`src/rtl/oob_repack_pkg.sv`:
```
package oob_repack_pkg;
  localparam int SLOT_SHIFT    = 4;   // 16-byte spare slot per section
  localparam int SECTION_SHIFT = 9;   // 512-byte sections

  typedef struct packed {
    logic load;        // latch configuration, reset pointers
    logic skipToLast;  // with load: chunk is zero, start at final slot
    logic rd;          // issue one read and advance pointers
    logic sectEnd;     // with rd: this byte closes its section
    logic pack;        // direction of the current transfer
  } oobStrobe_t;
endpackage

```
`src/rtl/oob_repack_ctrl.sv`:
```
module oob_repack_ctrl
  import oob_repack_pkg::*;
#(
  parameter int SECT_W = 2,
  parameter int OOB_W  = 8,
  parameter int PAGE_W = 12,
  parameter int KW     = 2
) (
  input  logic              clk,
  input  logic              rstN,
  input  logic              start,
  input  logic              packMode,
  input  logic [PAGE_W-1:0] pageSize,
  input  logic [OOB_W-1:0]  oobSize,
  output oobStrobe_t        stb,
  output logic [SECT_W-1:0] lastSect,
  output logic              done
);
  typedef enum logic [1:0] {IDLE, RUN, TAIL, FIN} state_t;

  state_t            state;
  logic              packQ;
  logic [OOB_W-1:0]  chunkQ, leftQ, byteQ;
  logic [SECT_W-1:0] sectQ, lastIdxQ;

  logic [KW-1:0]     kIn;
  logic [SECT_W:0]   nSect;
  logic [OOB_W-1:0]  chunkIn;
  logic              accept, isLast, chunkEnd;

  // section count exponent from the single set bit of pageSize above bit 8
  always_comb begin
    kIn = '0;
    for (int i = 0; i <= SECT_W; i++)
      if (pageSize[SECTION_SHIFT+i]) kIn = KW'(i);
  end

  assign nSect    = (SECT_W+1)'(1) << kIn;
  assign lastSect = SECT_W'(nSect - (SECT_W+1)'(1));
  assign chunkIn  = (oobSize >> kIn) & ~OOB_W'(1);
  assign accept   = (state == IDLE) && start;
  assign isLast   = (sectQ == lastIdxQ);
  assign chunkEnd = (OOB_W'(byteQ + OOB_W'(1)) == chunkQ);

  always_comb begin
    stb            = '0;
    stb.pack       = packQ;
    stb.load       = accept;
    stb.skipToLast = accept && (chunkIn == '0);
    stb.rd         = (state == RUN);
    stb.sectEnd    = (state == RUN) && !isLast && chunkEnd;
  end

  assign done = (state == FIN);

  always_ff @(posedge clk or negedge rstN) begin
    if (!rstN) begin
      state    <= IDLE;
      packQ    <= 1'b0;
      chunkQ   <= '0;
      leftQ    <= '0;
      byteQ    <= '0;
      sectQ    <= '0;
      lastIdxQ <= '0;
    end else begin
      case (state)
        IDLE: if (start) begin
          packQ    <= packMode;
          chunkQ   <= chunkIn;
          leftQ    <= oobSize;
          byteQ    <= '0;
          lastIdxQ <= lastSect;
          sectQ    <= (chunkIn == '0) ? lastSect : '0;
          state    <= (oobSize == '0) ? FIN : RUN;
        end
        RUN: begin
          leftQ <= leftQ - OOB_W'(1);
          if (isLast) begin
            byteQ <= byteQ + OOB_W'(1);
            if (leftQ == OOB_W'(1)) state <= TAIL;
          end else if (chunkEnd) begin
            byteQ <= '0;
            sectQ <= sectQ + SECT_W'(1);
          end else begin
            byteQ <= byteQ + OOB_W'(1);
          end
        end
        TAIL:    state <= FIN;
        default: state <= IDLE;
      endcase
    end
  end
endmodule

```
`src/rtl/oob_repack_dp.sv`:
```
module oob_repack_dp
  import oob_repack_pkg::*;
#(
  parameter int SECT_W = 2,
  parameter int PAGE_W = 12,
  parameter int LIN_AW = 12,
  parameter int SP_AW  = 6
) (
  input  logic              clk,
  input  logic              rstN,
  input  oobStrobe_t        stb,
  input  logic [SECT_W-1:0] lastSect,
  input  logic [PAGE_W-1:0] pageSize,
  output logic              linRdEn,
  output logic [LIN_AW-1:0] linRdAddr,
  input  logic [7:0]        linRdData,
  output logic              linWrEn,
  output logic [LIN_AW-1:0] linWrAddr,
  output logic [7:0]        linWrData,
  output logic              spRdEn,
  output logic [SP_AW-1:0]  spRdAddr,
  input  logic [7:0]        spRdData,
  output logic              spWrEn,
  output logic [SP_AW-1:0]  spWrAddr,
  output logic [7:0]        spWrData
);
  localparam logic [SP_AW-1:0] SLOT_STEP = SP_AW'(1 << SLOT_SHIFT);

  logic [LIN_AW-1:0] linPtr, wrLinA;
  logic [SP_AW-1:0]  spBase, spPtr, wrSpA, startBase;
  logic              wrPend, wrPack;

  assign startBase = stb.skipToLast ? {lastSect, SLOT_SHIFT'(0)} : '0;

  always_ff @(posedge clk or negedge rstN) begin
    if (!rstN) begin
      linPtr <= '0;
      spBase <= '0;
      spPtr  <= '0;
      wrPend <= 1'b0;
      wrPack <= 1'b0;
      wrLinA <= '0;
      wrSpA  <= '0;
    end else begin
      if (stb.load) begin
        linPtr <= LIN_AW'(pageSize);
        spBase <= startBase;
        spPtr  <= startBase;
      end else if (stb.rd) begin
        linPtr <= linPtr + LIN_AW'(1);
        if (stb.sectEnd) begin
          spBase <= spBase + SLOT_STEP;
          spPtr  <= spBase + SLOT_STEP;
        end else begin
          spPtr  <= spPtr + SP_AW'(1);
        end
      end
      wrPend <= stb.rd;
      wrPack <= stb.pack;
      wrLinA <= linPtr;
      wrSpA  <= spPtr;
    end
  end

  assign linRdEn   = stb.rd && stb.pack;
  assign spRdEn    = stb.rd && !stb.pack;
  assign linRdAddr = linPtr;
  assign spRdAddr  = spPtr;

  assign linWrEn   = wrPend && !wrPack;
  assign linWrAddr = wrLinA;
  assign linWrData = spRdData;
  assign spWrEn    = wrPend && wrPack;
  assign spWrAddr  = wrSpA;
  assign spWrData  = linRdData;
endmodule

```
`src/rtl/oob_spare_repacker.sv`:
```
module oob_spare_repacker
  import oob_repack_pkg::*;
#(
  parameter int MAX_PAGE = 2048,
  parameter int OOB_W    = 8,
  localparam int MAX_SECT = MAX_PAGE >> SECTION_SHIFT,
  localparam int SECT_W   = (MAX_SECT > 1) ? $clog2(MAX_SECT) : 1,
  localparam int PAGE_W   = SECTION_SHIFT + SECT_W + 1,
  localparam int LIN_AW   = $clog2(MAX_PAGE + (1 << OOB_W)),
  localparam int SP_AW    = SECT_W + SLOT_SHIFT,
  localparam int KW       = $clog2(SECT_W + 1)
) (
  input  logic              clk,
  input  logic              rstN,
  input  logic              start,
  input  logic              packMode,
  input  logic [PAGE_W-1:0] pageSize,
  input  logic [OOB_W-1:0]  oobSize,
  output logic              linRdEn,
  output logic [LIN_AW-1:0] linRdAddr,
  input  logic [7:0]        linRdData,
  output logic              linWrEn,
  output logic [LIN_AW-1:0] linWrAddr,
  output logic [7:0]        linWrData,
  output logic              spRdEn,
  output logic [SP_AW-1:0]  spRdAddr,
  input  logic [7:0]        spRdData,
  output logic              spWrEn,
  output logic [SP_AW-1:0]  spWrAddr,
  output logic [7:0]        spWrData,
  output logic              done
);
  oobStrobe_t        stb;
  logic [SECT_W-1:0] lastSect;

  oob_repack_ctrl #(.SECT_W(SECT_W), .OOB_W(OOB_W), .PAGE_W(PAGE_W), .KW(KW)) u_ctrl (
    .clk(clk), .rstN(rstN), .start(start), .packMode(packMode),
    .pageSize(pageSize), .oobSize(oobSize),
    .stb(stb), .lastSect(lastSect), .done(done)
  );

  oob_repack_dp #(.SECT_W(SECT_W), .PAGE_W(PAGE_W), .LIN_AW(LIN_AW), .SP_AW(SP_AW)) u_dp (
    .clk(clk), .rstN(rstN), .stb(stb), .lastSect(lastSect), .pageSize(pageSize),
    .linRdEn(linRdEn), .linRdAddr(linRdAddr), .linRdData(linRdData),
    .linWrEn(linWrEn), .linWrAddr(linWrAddr), .linWrData(linWrData),
    .spRdEn(spRdEn), .spRdAddr(spRdAddr), .spRdData(spRdData),
    .spWrEn(spWrEn), .spWrAddr(spWrAddr), .spWrData(spWrData)
  );
endmodule

```
`config.mk`:
```
export PLATFORM = sky130hd
export DESIGN_NAME = oob_spare_repacker
export DESIGN_NICKNAME = d
export VERILOG_FILES = /design/src/rtl/oob_repack_pkg.sv /design/src/rtl/oob_repack_ctrl.sv /design/src/rtl/oob_repack_dp.sv /design/src/rtl/oob_spare_repacker.sv
export SDC_FILE = /design/constraint.sdc
export NUM_CORES = 1
export LEC_CHECK = 0
export BUFFER_PORTS_ARGS = -buffer_cell sky130_fd_sc_hd__buf_2
export CAP_MARGIN = 20
export CORE_UTILIZATION = 48
export CTS_BUF_LIST = sky130_fd_sc_hd__clkbuf_4 sky130_fd_sc_hd__clkbuf_8 sky130_fd_sc_hd__clkbuf_16
export CTS_CLUSTER_SIZE = 28
export DETAILED_ROUTE_END_ITERATION = 8
export PLACE_DENSITY = 0.87
export SLEW_MARGIN = 0
export SYNTH_ARGS = -nofsm -noshare
export SYNTH_HDL_FRONTEND = slang
export SYNTH_SLANG_ARGS = --single-unit
```
`constraint.sdc`:
```
create_clock -name clk -period 2 [get_ports clk]
set_input_delay 0.2 -clock clk [delete_from_list [all_inputs] [get_ports clk]]
set_output_delay 0.2 -clock clk [all_outputs]
set_load 0.02 [all_outputs]
```
==> reports/qor.txt, run 1 <==
routability-driven placement congestion ratio -> 0.868
Clk Tree Root Cell -> sky130_fd_sc_hd__clkbuf_8
grt ovf -> 0
multiplexer share of the synthesized area -> 4.07%
routed vias -> 3365
Sinks on Clock Net -> 70
combinational family with the most area after synthesis -> simple AND/OR/NAND/NOR gates
Clock Pin Slew Worst Setup and Hold Paths -> 0.07 ns
peak per-stage delay on the critical path -> 0.43 ns
post-synthesis share of cell area spent on xor and xnor gates -> 5.05%
library cell occupying the most area in the post-synthesis netlist -> sky130_fd_sc_hd__dfrtp_1
number of buffer and inverter instances along the worst setup path -> 2
startpoint of the tightest hold check path -> packMode
Max transition margin -> 68.7%
placeable core area -> 0.00769 mm²
slowest CP cell -> sky130_fd_sc_hd__dfrtp_1
CTS buffer count -> 9
number of max-slew violations in the final report -> 0
Cell Area, Synth -> 0.00381 mm²
Final nets -> 528
clock tree from TritonCTS -> yes
sequential cell area fraction in the yosys report -> 45.9%
crit end category -> register
Die H -> 91.2 µm
critical path fanouts, max -> 8
DRC marker count from the first detailed-route iteration -> 260
number of enable-type register cells in the synthesized netlist -> 0
Worst Slack Setup Final -> -0.185 ns
slew at the pin closest to its max-slew limit -> 0.464 ns
cell types occupying the most area after synthesis -> sky130_fd_sc_hd__dfrtp_1, sky130_fd_sc_hd__nand2_1, sky130_fd_sc_hd__o21ai_0
worst slack at placement -> -0.140 ns
post-route fraction of the period consumed by the critical path -> 109%
synthesized-area fraction occupied by ao, oa, aoi and oai cells -> 15.0%
Setup violations, final -> 16
classification of the worst-slack hold path -> in2reg
Crit path max-delay family -> compound AO/OA/AOI/OAI gates
main flop type after synthesis -> sky130_fd_sc_hd__dfrtp_1
adder and majority cell fraction of the synthesized area -> 2.95%
area of the die -> 0.00831 mm²
path type of the worst setup path -> reg2reg
outcome -> finished with violations
number of register bits inferred by synthesis -> 70
Final Hold Violating Endpoints -> 0
minimum clock period -> 2.18 ns
share of the synthesized area in the top cell type -> 45.9%
simple-gate area share of the yosys netlist -> 20.0%
Worst VDD drop -> 1.25 mV
Max clock buf depth -> 2
setup repair after global routing missed its margin -> yes
die width -> 91.2 µm
setup TNS after final layout -> -1.33 ns
leak pwr -> 2.06 nW
DR pass1 iterations -> 7
global-route wire length before repair -> 15100 µm
pin count of the biggest net entering global routing -> 71
worst skew pair latency -> 0.35 ns
number of warnings reported in the yosys synthesis log -> 0
count of antenna-violating nets left after detailed routing -> 0
type of origin of the critical path -> register
detailed-route vias per instance -> 5.74
net count after synthesis -> 464
layout overhead on the synthesized area -> 19.6%
power per standard cell area -> 1540 mW/mm²
H-tree level count -> 3
Crit path required time -> 2.23 ns
GRT Total Usage -> 22.9%
via count of the first global-routing pass -> 3175
fin util -> 59.3%
sum of net half-perimeters after detailed placement -> 6100 µm
number of max-cap violations -> 0
CP Cell Sequence -> ha_4 -> xor2_1 -> a211o_1 -> a211oi_2 -> o2111ai_2 -> buf_6 -> buf_6 -> mux2i_1 -> a21oi_1
cell repeated most along the worst path -> sky130_fd_sc_hd__buf_6
post-route clock skew -> 0.00608 ns
failing checks -> negative setup slack
WL per Instance -> 15.7 µm
I/O pin count -> 97
antenna violations before repair -> 0
number of distinct standard cells referenced by the synthesized netlist -> 49
starting utilization of the core area -> 49.6%
Port Buffer Count -> 64
fill cell instance count of the final layout -> 639
post-synthesis average cell area -> 9.19 µm²
ys async rst share -> 100%
DRT Wirelength -> 9200 µm
worst setup path startpoint -> u_ctrl.byteQ[1]
antenna fix cells -> 0
library cell with the highest instance count after synthesis -> sky130_fd_sc_hd__dfrtp_1
site row count -> 32
share of cells above drive strength 1 -> 26.2%
drc violations -> 0
Synth Instances -> 415
Synth top cells by count -> sky130_fd_sc_hd__dfrtp_1, sky130_fd_sc_hd__nand2_1, sky130_fd_sc_hd__o21ai_0, sky130_fd_sc_hd__nor2_1, sky130_fd_sc_hd__nand3_1
highest attainable clock frequency -> 458 MHz
arrival time worst endpoint -> 2.42 ns
Crit Reg-Reg Startpoint -> u_ctrl.byteQ[1]
through the flow:
stage	total power [mW]	hold slack (ns)	area, µm²	std cells
floorplan	4.57	-0.0956	3820	415
global placement	5.45	0.245	4250	567
detailed placement	5.62	0.250	4250	567
CTS	6.92	0.0418	4510	585
global route	7.46	0.0533	4560	586
finish	7.00	0.0522	4560	586
timing repair:
item,CTS,global route
pin swaps,2,4
endpoints found under the hold margin,70,0
buffers inserted,1,1
hold buffers,1,0
gates resized for setup,3,10
setup endpoints to repair,11,19
worst register-to-register path: cells and delay by family (launching register included):
family / cells / cell delay (ns)
buffers and inverters: 2 / 0.30
adder cells (fa/ha/maj): 1 / 0.27
flip-flops: 1 / 0.43
AO/OA/AOI/OAI: 4 / 0.79
multiplexers: 1 / 0.16
XOR/XNOR: 1 / 0.14
power by group:
group | switching (mW) | internal, mW
Clock | 0.517 | 0.727
Combinational | 1.94 | 1.26
Sequential | 0.575 | 1.99
Total | 3.03 | 3.98
worst paths after layout:
check                              endpoint  slack (ns)  depth (start not counted)
setup / recovery           u_dp.spRdAddr[4]       -0.18                          9
hold / removal                 u_ctrl.packQ        0.05                          3
setup reg to reg           u_dp.spRdAddr[4]       -0.18                          9
hold reg to reg                 u_dp.wrPack        0.42                          0
max in group asynchronous   u_ctrl.leftQ[6]        1.32                          3
min in group asynchronous  u_dp.spWrAddr[3]        0.41                          3
layer usage:
metal	vias to the layer above	GRT usage (%)	wire (µm)	part of all wire, %
li1	1576	-	-	-
met3	37	6.11	523	5.7
met4	0	10.7	308	3.3
met5	-	0	0	0
met1	1633	27.5	3730	41
met2	119	38.1	4630	50
sequential cells by signal, summed over array words and instances (netlist names), 6 cells and up:
signal and count:
u_dp.linRdAddr 12, u_dp.linWrAddr 12, u_ctrl.byteQ 8, u_ctrl.leftQ 8, u_ctrl.chunkQ 7, u_dp.spRdAddr 6
u_dp.spWrAddr 6
layout make-up:
class	instances	area, µm²	area share (%)
tap	102	128	2.80
timing repair buffer	92	566	12.4
clock inverter	2	37.5	0.823
clock buffer	14	186	4.09
multi-input combinational	296	1860	40.7
sequential	70	1750	38.4
inverter	10	37.5	0.823
cell usage in the layout, fill, tap and decap left out, types with 2 or more instances in the layout:
cell type,n
sky130_fd_sc_hd__a211o_1,2
sky130_fd_sc_hd__a211oi_1,2
sky130_fd_sc_hd__a21oi_1,16
sky130_fd_sc_hd__a31oi_1,5
sky130_fd_sc_hd__and2_1,3
sky130_fd_sc_hd__and3_1,3
sky130_fd_sc_hd__buf_12,2
sky130_fd_sc_hd__buf_2,64
sky130_fd_sc_hd__buf_4,23
sky130_fd_sc_hd__buf_6,2
sky130_fd_sc_hd__clkbuf_8,13
sky130_fd_sc_hd__dfrtp_1,70
sky130_fd_sc_hd__ha_1,8
sky130_fd_sc_hd__inv_1,10
sky130_fd_sc_hd__mux2_2,4
sky130_fd_sc_hd__mux2i_1,11
sky130_fd_sc_hd__nand2_1,54
sky130_fd_sc_hd__nand2b_1,2
sky130_fd_sc_hd__nand3_1,19
sky130_fd_sc_hd__nand4_1,9
sky130_fd_sc_hd__nor2_1,29
sky130_fd_sc_hd__nor2b_1,3
sky130_fd_sc_hd__nor3_1,8
sky130_fd_sc_hd__nor3_2,2
sky130_fd_sc_hd__nor4_1,2
sky130_fd_sc_hd__nor4b_1,3
sky130_fd_sc_hd__o21ai_0,40
sky130_fd_sc_hd__o21ai_1,2
sky130_fd_sc_hd__o22a_1,6
sky130_fd_sc_hd__o22ai_1,6
sky130_fd_sc_hd__o31ai_1,5
sky130_fd_sc_hd__or2_2,2
sky130_fd_sc_hd__or3_1,6
sky130_fd_sc_hd__xnor2_1,10
sky130_fd_sc_hd__xor2_1,12
cell families after synthesis:
| group | after synthesis |
|---|---|
| and+or+nand+nor | 156 |
| AOI/OAI and AO/OA | 94 |
| DFF | 70 |
| buffers and inverters | 49 |
| xor gates and xnor gates | 22 |
| muxes | 15 |
| adders and majority gates | 9 |
Note: power is estimated with default switching activity, not from simulation.
==> run 2: changes to the inputs <==
--- a/config.mk
+++ b/config.mk
@@ -15,4 +15,5 @@
 export SLEW_MARGIN = 0
 export SYNTH_ARGS = -nofsm -noshare
 export SYNTH_HDL_FRONTEND = slang
+export SYNTH_HIERARCHICAL = 1
 export SYNTH_SLANG_ARGS = --single-unit
==> reports/qor.txt, run 2 <==
outcome -> finished with violations
failing checks -> negative setup slack
setup repair after global routing missed its margin -> yes
I/O pin count -> 97 (unchanged)
Worst Slack Setup Final -> -0.0986 ns (+0.0862 ns)
site row count -> 32 (unchanged)
sequential cell area fraction in the yosys report -> 45.4% (-0.54 points)
routed vias -> 3295 (-2.1%)
DR pass1 iterations -> 4 (-3)
ys async rst share -> 100% (unchanged)
number of warnings reported in the yosys synthesis log -> 6 (+6)
cell types occupying the most area after synthesis -> sky130_fd_sc_hd__dfrtp_1, sky130_fd_sc_hd__nand2_1, sky130_fd_sc_hd__a21oi_1
clock tree from TritonCTS -> yes
number of buffer and inverter instances along the worst setup path -> 1 (-1)
commonest non-fill, non-tap cell in the layout -> sky130_fd_sc_hd__dfrtp_1
type of origin of the critical path -> register
arrival time worst endpoint -> 2.34 ns (-0.08 ns)
Final nets -> 517 (-2.1%)
Crit path required time -> 2.25 ns (+0.02 ns)
minimum clock period -> 2.10 ns (-0.0862 ns)
post-synthesis average cell area -> 9.44 µm² (+2.7%)
classification of the worst-slack hold path -> in2reg
Clk Tree Root Cell -> sky130_fd_sc_hd__clkbuf_8
library cell occupying the most area in the post-synthesis netlist -> sky130_fd_sc_hd__dfrtp_1
highest-count cells in the layout ignoring fill and taps -> sky130_fd_sc_hd__dfrtp_1, sky130_fd_sc_hd__buf_2, sky130_fd_sc_hd__nand2_1, sky130_fd_sc_hd__a21oi_1, sky130_fd_sc_hd__nor2_1
simple-gate area share of the yosys netlist -> 19.4% (-0.56 points)
count of antenna-violating nets left after detailed routing -> 0 (unchanged)
Cell Area, Synth -> 0.00386 mm² (+1.2%)
Crit path max-delay family -> compound AO/OA/AOI/OAI gates
pin count of the biggest net entering global routing -> 71 (unchanged)
CP Cell Sequence -> ha_4 -> xor2_2 -> a211oi_2 -> nand4b_4 -> nor4_4 -> buf_4 -> a31oi_1 -> a211oi_1
CTS buffer count -> 9 (unchanged)
worst skew pair latency -> 0.35 ns (about the same)
area of the die -> 0.00840 mm² (+1.2%)
H-tree level count -> 3 (unchanged)
startpoint of the tightest hold check path -> pageSize[4]
hold path depth -> 3 (unchanged)
post-synthesis share of cell area spent on xor and xnor gates -> 4.96% (-0.091 points)
path type of the worst setup path -> reg2reg
share of cells above drive strength 1 -> 29.2% (+2.9 points)
R2R Path End -> u_dp/spRdAddr[5]
starting utilization of the core area -> 49.7% (+0.068 points)
r2r worst-path depth -> 8 (-1)
fill cell instance count of the final layout -> 643 (+0.63%)
number of distinct standard cells referenced by the synthesized netlist -> 61 (+24%)
slew at the pin closest to its max-slew limit -> 0.441 ns (-0.0230 ns)
Synth top cells by count -> sky130_fd_sc_hd__dfrtp_1, sky130_fd_sc_hd__nand2_1, sky130_fd_sc_hd__a21oi_1, sky130_fd_sc_hd__nor2_1, sky130_fd_sc_hd__o21ai_0
DRC marker count from the first detailed-route iteration -> 215 (-17%)
adder and majority cell fraction of the synthesized area -> 2.92% (-0.034 points)
net count after synthesis -> 458 (-1.3%)
Max clock buf depth -> 2 (unchanged)
synthesized-area fraction occupied by ao, oa, aoi and oai cells -> 15.7% (+0.70 points)
Hold Slack -> 0.0466 ns (-0.00558 ns)
global-route wire length before repair -> 14800 µm (-2.1%)
via count of the first global-routing pass -> 3098 (-2.4%)
number of max-cap violations -> 0 (unchanged)
main flop type after synthesis -> sky130_fd_sc_hd__dfrtp_1
detailed-route vias per instance -> 5.73 (-0.21%)
WL per Instance -> 16.0 µm (+2.0%)
Clock Pin Slew Worst Setup and Hold Paths -> 0.08 ns (about the same)
Setup violations, final -> 4 (-12)
GRT Total Usage -> 22.2% (-0.63 points)
layout overhead on the synthesized area -> 18.6%
number of enable-type register cells in the synthesized netlist -> 0 (unchanged)
antenna fix cells -> 0 (unchanged)
share of the synthesized area in the top cell type -> 45.4% (-0.54 points)
Die H -> 91.7 µm (+0.58%)
fin util -> 58.9% (-0.42 points)
post-route fraction of the period consumed by the critical path -> 105% (-4.3 points)
sum of net half-perimeters after detailed placement -> 6180 µm (+1.3%)
critical path fanouts, max -> 7 (-1)
routability-driven placement congestion ratio -> 0.888 (+2.3%)
die width -> 91.7 µm (+0.58%)
drc violations -> 0 (unchanged)
multiplexer share of the synthesized area -> 3.47% (-0.60 points)
Power, Total -> 7.47 mW (+6.7%)
library cell with the highest instance count after synthesis -> sky130_fd_sc_hd__dfrtp_1
Max transition margin -> 70.4% (+1.6 points)
post-route clock skew -> 0.00790 ns (+0.00182 ns)
antenna violations before repair -> 0 (unchanged)
terminating pin of the worst hold path -> u_dp/linRdAddr[4]
combinational family with the most area after synthesis -> simple AND/OR/NAND/NOR gates
slowest CP cell -> sky130_fd_sc_hd__dfrtp_2
leak pwr -> 2.03 nW (-1.3%)
power per standard cell area -> 1630 mW/mm² (+6.4%)
highest attainable clock frequency -> 477 MHz (+4.1%)
Worst VDD drop -> 0.647 mV (-48%)
peak per-stage delay on the critical path -> 0.44 ns (about the same)
placeable core area -> 0.00777 mm² (+1.0%)
Sinks on Clock Net -> 70 (unchanged)
number of register bits inferred by synthesis -> 70 (unchanged)
Synth Instances -> 409 (-1.4%)
grt ovf -> 0 (unchanged)
number of max-slew violations in the final report -> 0 (unchanged)
DRT Wirelength -> 9210 µm (+0.12%)
Port Buffer Count -> 64 (unchanged)
Crit Reg-Reg Startpoint -> u_ctrl/byteQ[1]
worst slack at placement -> -0.0886 ns (+0.0513 ns)
slack of the worst reg-to-reg path -> -0.1 ns (+0.09 ns)
Final Hold Violating Endpoints -> 0 (unchanged)
crit end category -> register
==> run 2: cell types whose count changed after synthesis, moves of 4 or more <==
| cell | change |
|---|---|
| sky130_fd_sc_hd__o21ai_0 | -14 |
| sky130_fd_sc_hd__a21oi_1 | +18 |
| sky130_fd_sc_hd__nand3_1 | -7 |
| sky130_fd_sc_hd__inv_1 | +4 |
| sky130_fd_sc_hd__or3_1 | -5 |
| sky130_fd_sc_hd__nand4_1 | -7 |
| sky130_fd_sc_hd__buf_1 | -4 |
==> run 2: worst max-delay path by stage <==
stage	end	cells after the start	slack (ns)	from
after global routing	u_dp/spRdAddr[5]	8	-0.19	u_ctrl/byteQ[1]
after CTS	u_ctrl/sectQ[1]	7	-0.05	u_ctrl/byteQ[1]
after global placement	u_dp/spRdAddr[5]	8	0.03	u_ctrl/byteQ[1]
after detailed placement	u_dp/spRdAddr[5]	8	-0.09	u_ctrl/byteQ[1]
after floorplan	u_dp/spRdAddr[5]	8	-0.07	u_ctrl/byteQ[1]
final	u_dp/spRdAddr[5]	8	-0.1	u_ctrl/byteQ[1]
==> run 2: worst register-to-register path, stage by stage (launching register included) <==
cell and delay, ns:
sky130_fd_sc_hd__dfrtp_2 0.44, sky130_fd_sc_hd__ha_4 0.26, sky130_fd_sc_hd__xor2_2 0.15, sky130_fd_sc_hd__a211oi_2 0.25, sky130_fd_sc_hd__nand4b_4 0.17, sky130_fd_sc_hd__nor4_4 0.19
sky130_fd_sc_hd__buf_4 0.21, sky130_fd_sc_hd__a31oi_1 0.06, sky130_fd_sc_hd__a211oi_1 0.27
==> run 2: kinds of logic after synthesis <==
family | Yosys count
AO/OA/AOI/OAI | 101
XOR/XNOR | 21
adder cells (fa/ha/maj) | 9
buffers and inverters | 54
flip-flops | 70
multiplexers | 13
AND/OR/NAND/NOR | 141
==> run 2: metal layers <==
layer,global-route usage [%],vias to the layer above,share of wire [%]
met5,0,-,0
met1,28.1,1630,42
li1,-,1537,-
met3,4.81,29,5.0
met2,36.2,99,51
met4,10.8,0,2.3
==> run 2: cell type report <==
type / count / area (µm²) / area share (%)
Clock buffer: 9 / 124 / 2.71
Clock inverter: 7 / 50.0 / 1.09
Inverter: 14 / 52.6 / 1.15
Multi-Input combinational cell: 285 / 1920 / 42.0
Sequential cell: 70 / 1750 / 38.3
Tap cell: 102 / 128 / 2.79
Timing Repair Buffer: 88 / 549 / 12.0
==> run 2: stage by stage <==
| step | cell area (µm²) | setup TNS (ns) | cells |
|---|---|---|---|
| finish | 4580 | -0.264 | 575 |
| global placement | 4270 | 0 | 555 |
| global route | 4580 | -1.40 | 575 |
| detailed placement | 4270 | -0.330 | 555 |
| floorplan | 3910 | -0.141 | 409 |
| CTS | 4460 | -0.0732 | 572 |
==> run 2: power by group <==
group / internal [mW] / switching (mW) / total [mW] / leakage, nW
logic: 1.52 / 2.23 / 3.74 / 1.09
registers: 2.04 / 0.660 / 2.70 / 0.858
clock network: 0.451 / 0.578 / 1.03 / 0.0816
total: 4.01 / 3.47 / 7.47 / 2.03
==> run 2: repair_timing <==
| item | in CTS | in global routing |
|---|---|---|
| endpoints found under the setup margin | 11 | 29 |
| buffers inserted | 0 | 2 |
| resized for setup | 3 | 18 |
| gates cloned | 0 | 1 |
| hold buffers | 1 | 0 |
| pin swaps | 2 | 1 |
| hold endpoints to repair | 70 | 0 |
==> run 3: changes to the inputs <==
==> constraint.sdc (replaced) <==
create_clock -name clk -period 1.8 [get_ports clk]
set_input_delay 0.18 -clock clk [delete_from_list [all_inputs] [get_ports clk]]
set_output_delay 0.18 -clock clk [all_outputs]
set_load 0.02 [all_outputs]
==> reports/qor.txt, run 3 (synthesis results as in run 2) <==
Worst VDD drop -> 0.745 mV (+15%)
Crit Reg-Reg Startpoint -> u_ctrl/byteQ[1]
Worst Slack Setup Final -> -0.317 ns (-0.218 ns)
Port Buffer Count -> 64 (unchanged)
count of antenna-violating nets left after detailed routing -> 0 (unchanged)
post-route fraction of the period consumed by the critical path -> 118% (+13 points)
classification of the worst-slack hold path -> in2reg
Final Hold Violating Endpoints -> 0 (unchanged)
outcome -> finished with violations
placeable core area -> 0.00777 mm² (unchanged)
Power, Total -> 8.99 mW (+20%)
slowest CP cell -> sky130_fd_sc_hd__or4b_4
Crit path required time -> 2.05 ns (-0.20 ns)
Final nets -> 549 (+6.2%)
sum of net half-perimeters after detailed placement -> 6360 µm (+3.0%)
Post-Place Cells -> 578 (+4.1%)
CTS buffer count -> 9 (unchanged)
antenna fix cells -> 0 (unchanged)
clock tree from TritonCTS -> yes
r2r worst-path depth -> 7 (-1)
minimum clock period -> 2.12 ns (+0.0182 ns)
Clock Pin Slew Worst Setup and Hold Paths -> 0.08 ns (about the same)
H-tree level count -> 3 (unchanged)
Setup violations, final -> 17 (+13)
commonest non-fill, non-tap cell in the layout -> sky130_fd_sc_hd__dfrtp_1
highest attainable clock frequency -> 472 MHz (-0.86%)
power per standard cell area -> 1820 mW/mm² (+11%)
area of the die -> 0.00840 mm² (unchanged)
Die H -> 91.7 µm (unchanged)
peak per-stage delay on the critical path -> 0.49 ns (+0.05 ns)
Max clock buf depth -> 2 (unchanged)
number of max-cap violations -> 0 (unchanged)
DR pass1 iterations -> 5 (+1)
GRT Total Usage -> 22.8% (+0.56 points)
grt ovf -> 0 (unchanged)
DRT Wirelength -> 10300 µm (+12%)
site row count -> 32 (unchanged)
terminating pin of the worst hold path -> u_dp/linRdAddr[7]
number of max-slew violations in the final report -> 0 (unchanged)
worst slack at placement -> -0.267 ns (-0.179 ns)
layout overhead on the synthesized area -> 28.2%
I/O pin count -> 97 (unchanged)
post-route clock skew -> 0.00738 ns (-0.000523 ns)
Crit path max-delay family -> simple AND/OR/NAND/NOR gates
hold path depth -> 3 (unchanged)
failing checks -> negative setup slack
Sinks on Clock Net -> 70 (unchanged)
via count of the first global-routing pass -> 3274 (+5.7%)
CP Cell Sequence -> ha_4 -> xor2_1 -> a211oi_2 -> nand4b_4 -> nor3_4 -> or4b_4 -> o311ai_2
R2R Path End -> u_ctrl/sectQ[1]
crit end category -> register
drc violations -> 0 (unchanged)
Clk Tree Root Cell -> sky130_fd_sc_hd__clkbuf_8
highest-count cells in the layout ignoring fill and taps -> sky130_fd_sc_hd__dfrtp_1, sky130_fd_sc_hd__buf_2, sky130_fd_sc_hd__nand2_1, sky130_fd_sc_hd__buf_4, sky130_fd_sc_hd__a21oi_1
Finished Layout Cells -> 607 (+5.6%)
global-route wire length before repair -> 15300 µm (+3.5%)
setup repair after global routing missed its margin -> yes
slack of the worst reg-to-reg path -> -0.32 ns (-0.22 ns)
critical path fanouts, max -> 2 (-5)
number of buffer and inverter instances along the worst setup path -> 0 (-1)
leak pwr -> 2.22 nW (+9.6%)
DRC marker count from the first detailed-route iteration -> 245 (+14%)
WL per Instance -> 17.0 µm (+6.0%)
setup TNS after final layout -> -3.07 ns (-2.81 ns)
die width -> 91.7 µm (unchanged)
detailed-route vias per instance -> 5.79 (+1.1%)
slew at the pin closest to its max-slew limit -> 0.442 ns (+0.000797 ns)
Max transition margin -> 70.3% (about the same)
path type of the worst setup path -> reg2reg
type of origin of the critical path -> register
routability-driven placement congestion ratio -> 0.829 (-6.7%)
pin count of the biggest net entering global routing -> 71 (unchanged)
antenna violations before repair -> 0 (unchanged)
startpoint of the tightest hold check path -> pageSize[7]
worst skew pair latency -> 0.35 ns (about the same)
fill cell instance count of the final layout -> 581 (-9.6%)
fin util -> 63.7% (+4.8 points)
starting utilization of the core area -> 49.7% (unchanged)
routed vias -> 3517 (+6.7%)
share of cells above drive strength 1 -> 36.4% (+7.3 points)
arrival time worst endpoint -> 2.36 ns (+0.02 ns)
[run 3: changes by cell type in the layout (fill, tap and decap cells not counted), sizes merged]
cell      delta
clkinvlp     +1
clkbuf       +1
clkinv       -2
buf         +32
[run 3: repair_timing]
item,CTS,global route
pin swaps,3,10
hold buffers,1,0
cloned,0,1
gates resized for setup,14,33
endpoints found under the hold margin,70,0
endpoints found under the setup margin,23,26
setup buffers,6,5
[run 3: routing by layer]
metal  wire [µm]  track usage, %  vias up
li1            -               -     1599
met1        4070            27.5     1714
met2        5220            39.0      160
met3         618            4.64       44
met4         390            10.8        0
met5           0               0        -
[run 3: worst min-delay path, stage by stage]
cell and delay (ns):
sky130_fd_sc_hd__buf_2 0.08, sky130_fd_sc_hd__nand2_1 0.04, sky130_fd_sc_hd__o21ai_0 0.06
[run 3: how the worst max path moves through the flow]
stage                         start          endpoint  cells after the start
global placement    u_ctrl/byteQ[0]  u_dp/spRdAddr[5]                      8
detailed placement  u_ctrl/byteQ[1]    u_dp/spBase[5]                      8
CTS                 u_ctrl/byteQ[1]   u_ctrl/sectQ[1]                      7
global route        u_ctrl/byteQ[1]   u_ctrl/sectQ[1]                      7
floorplan           u_ctrl/byteQ[1]  u_dp/spRdAddr[5]                      8
finish              u_ctrl/byteQ[1]   u_ctrl/sectQ[1]                      7
[run 3: area by class of cell]
type	instances	area (µm²)	share of cell area, %
Clock buffer	10	138	2.78
Sequential cell	70	1750	35.4
Multi-Input combinational cell	285	2010	40.5
Clock inverter	6	45.0	0.910
Inverter	14	56.3	1.14
Tap cell	102	128	2.58
Timing Repair Buffer	120	825	16.7
[run 3: power breakdown]
group	internal (mW)	switching (mW)
clock network	0.544	0.631
registers	2.27	0.702
logic	2.08	2.77
[run 3: stage by stage]
stage	hold slack, ns	instance area, µm²
floorplan	-0.116	3910
global placement	0.227	4450
detailed placement	0.236	4450
CTS	0.0326	4750
global route	0.0329	4950
finish	0.0452	4950
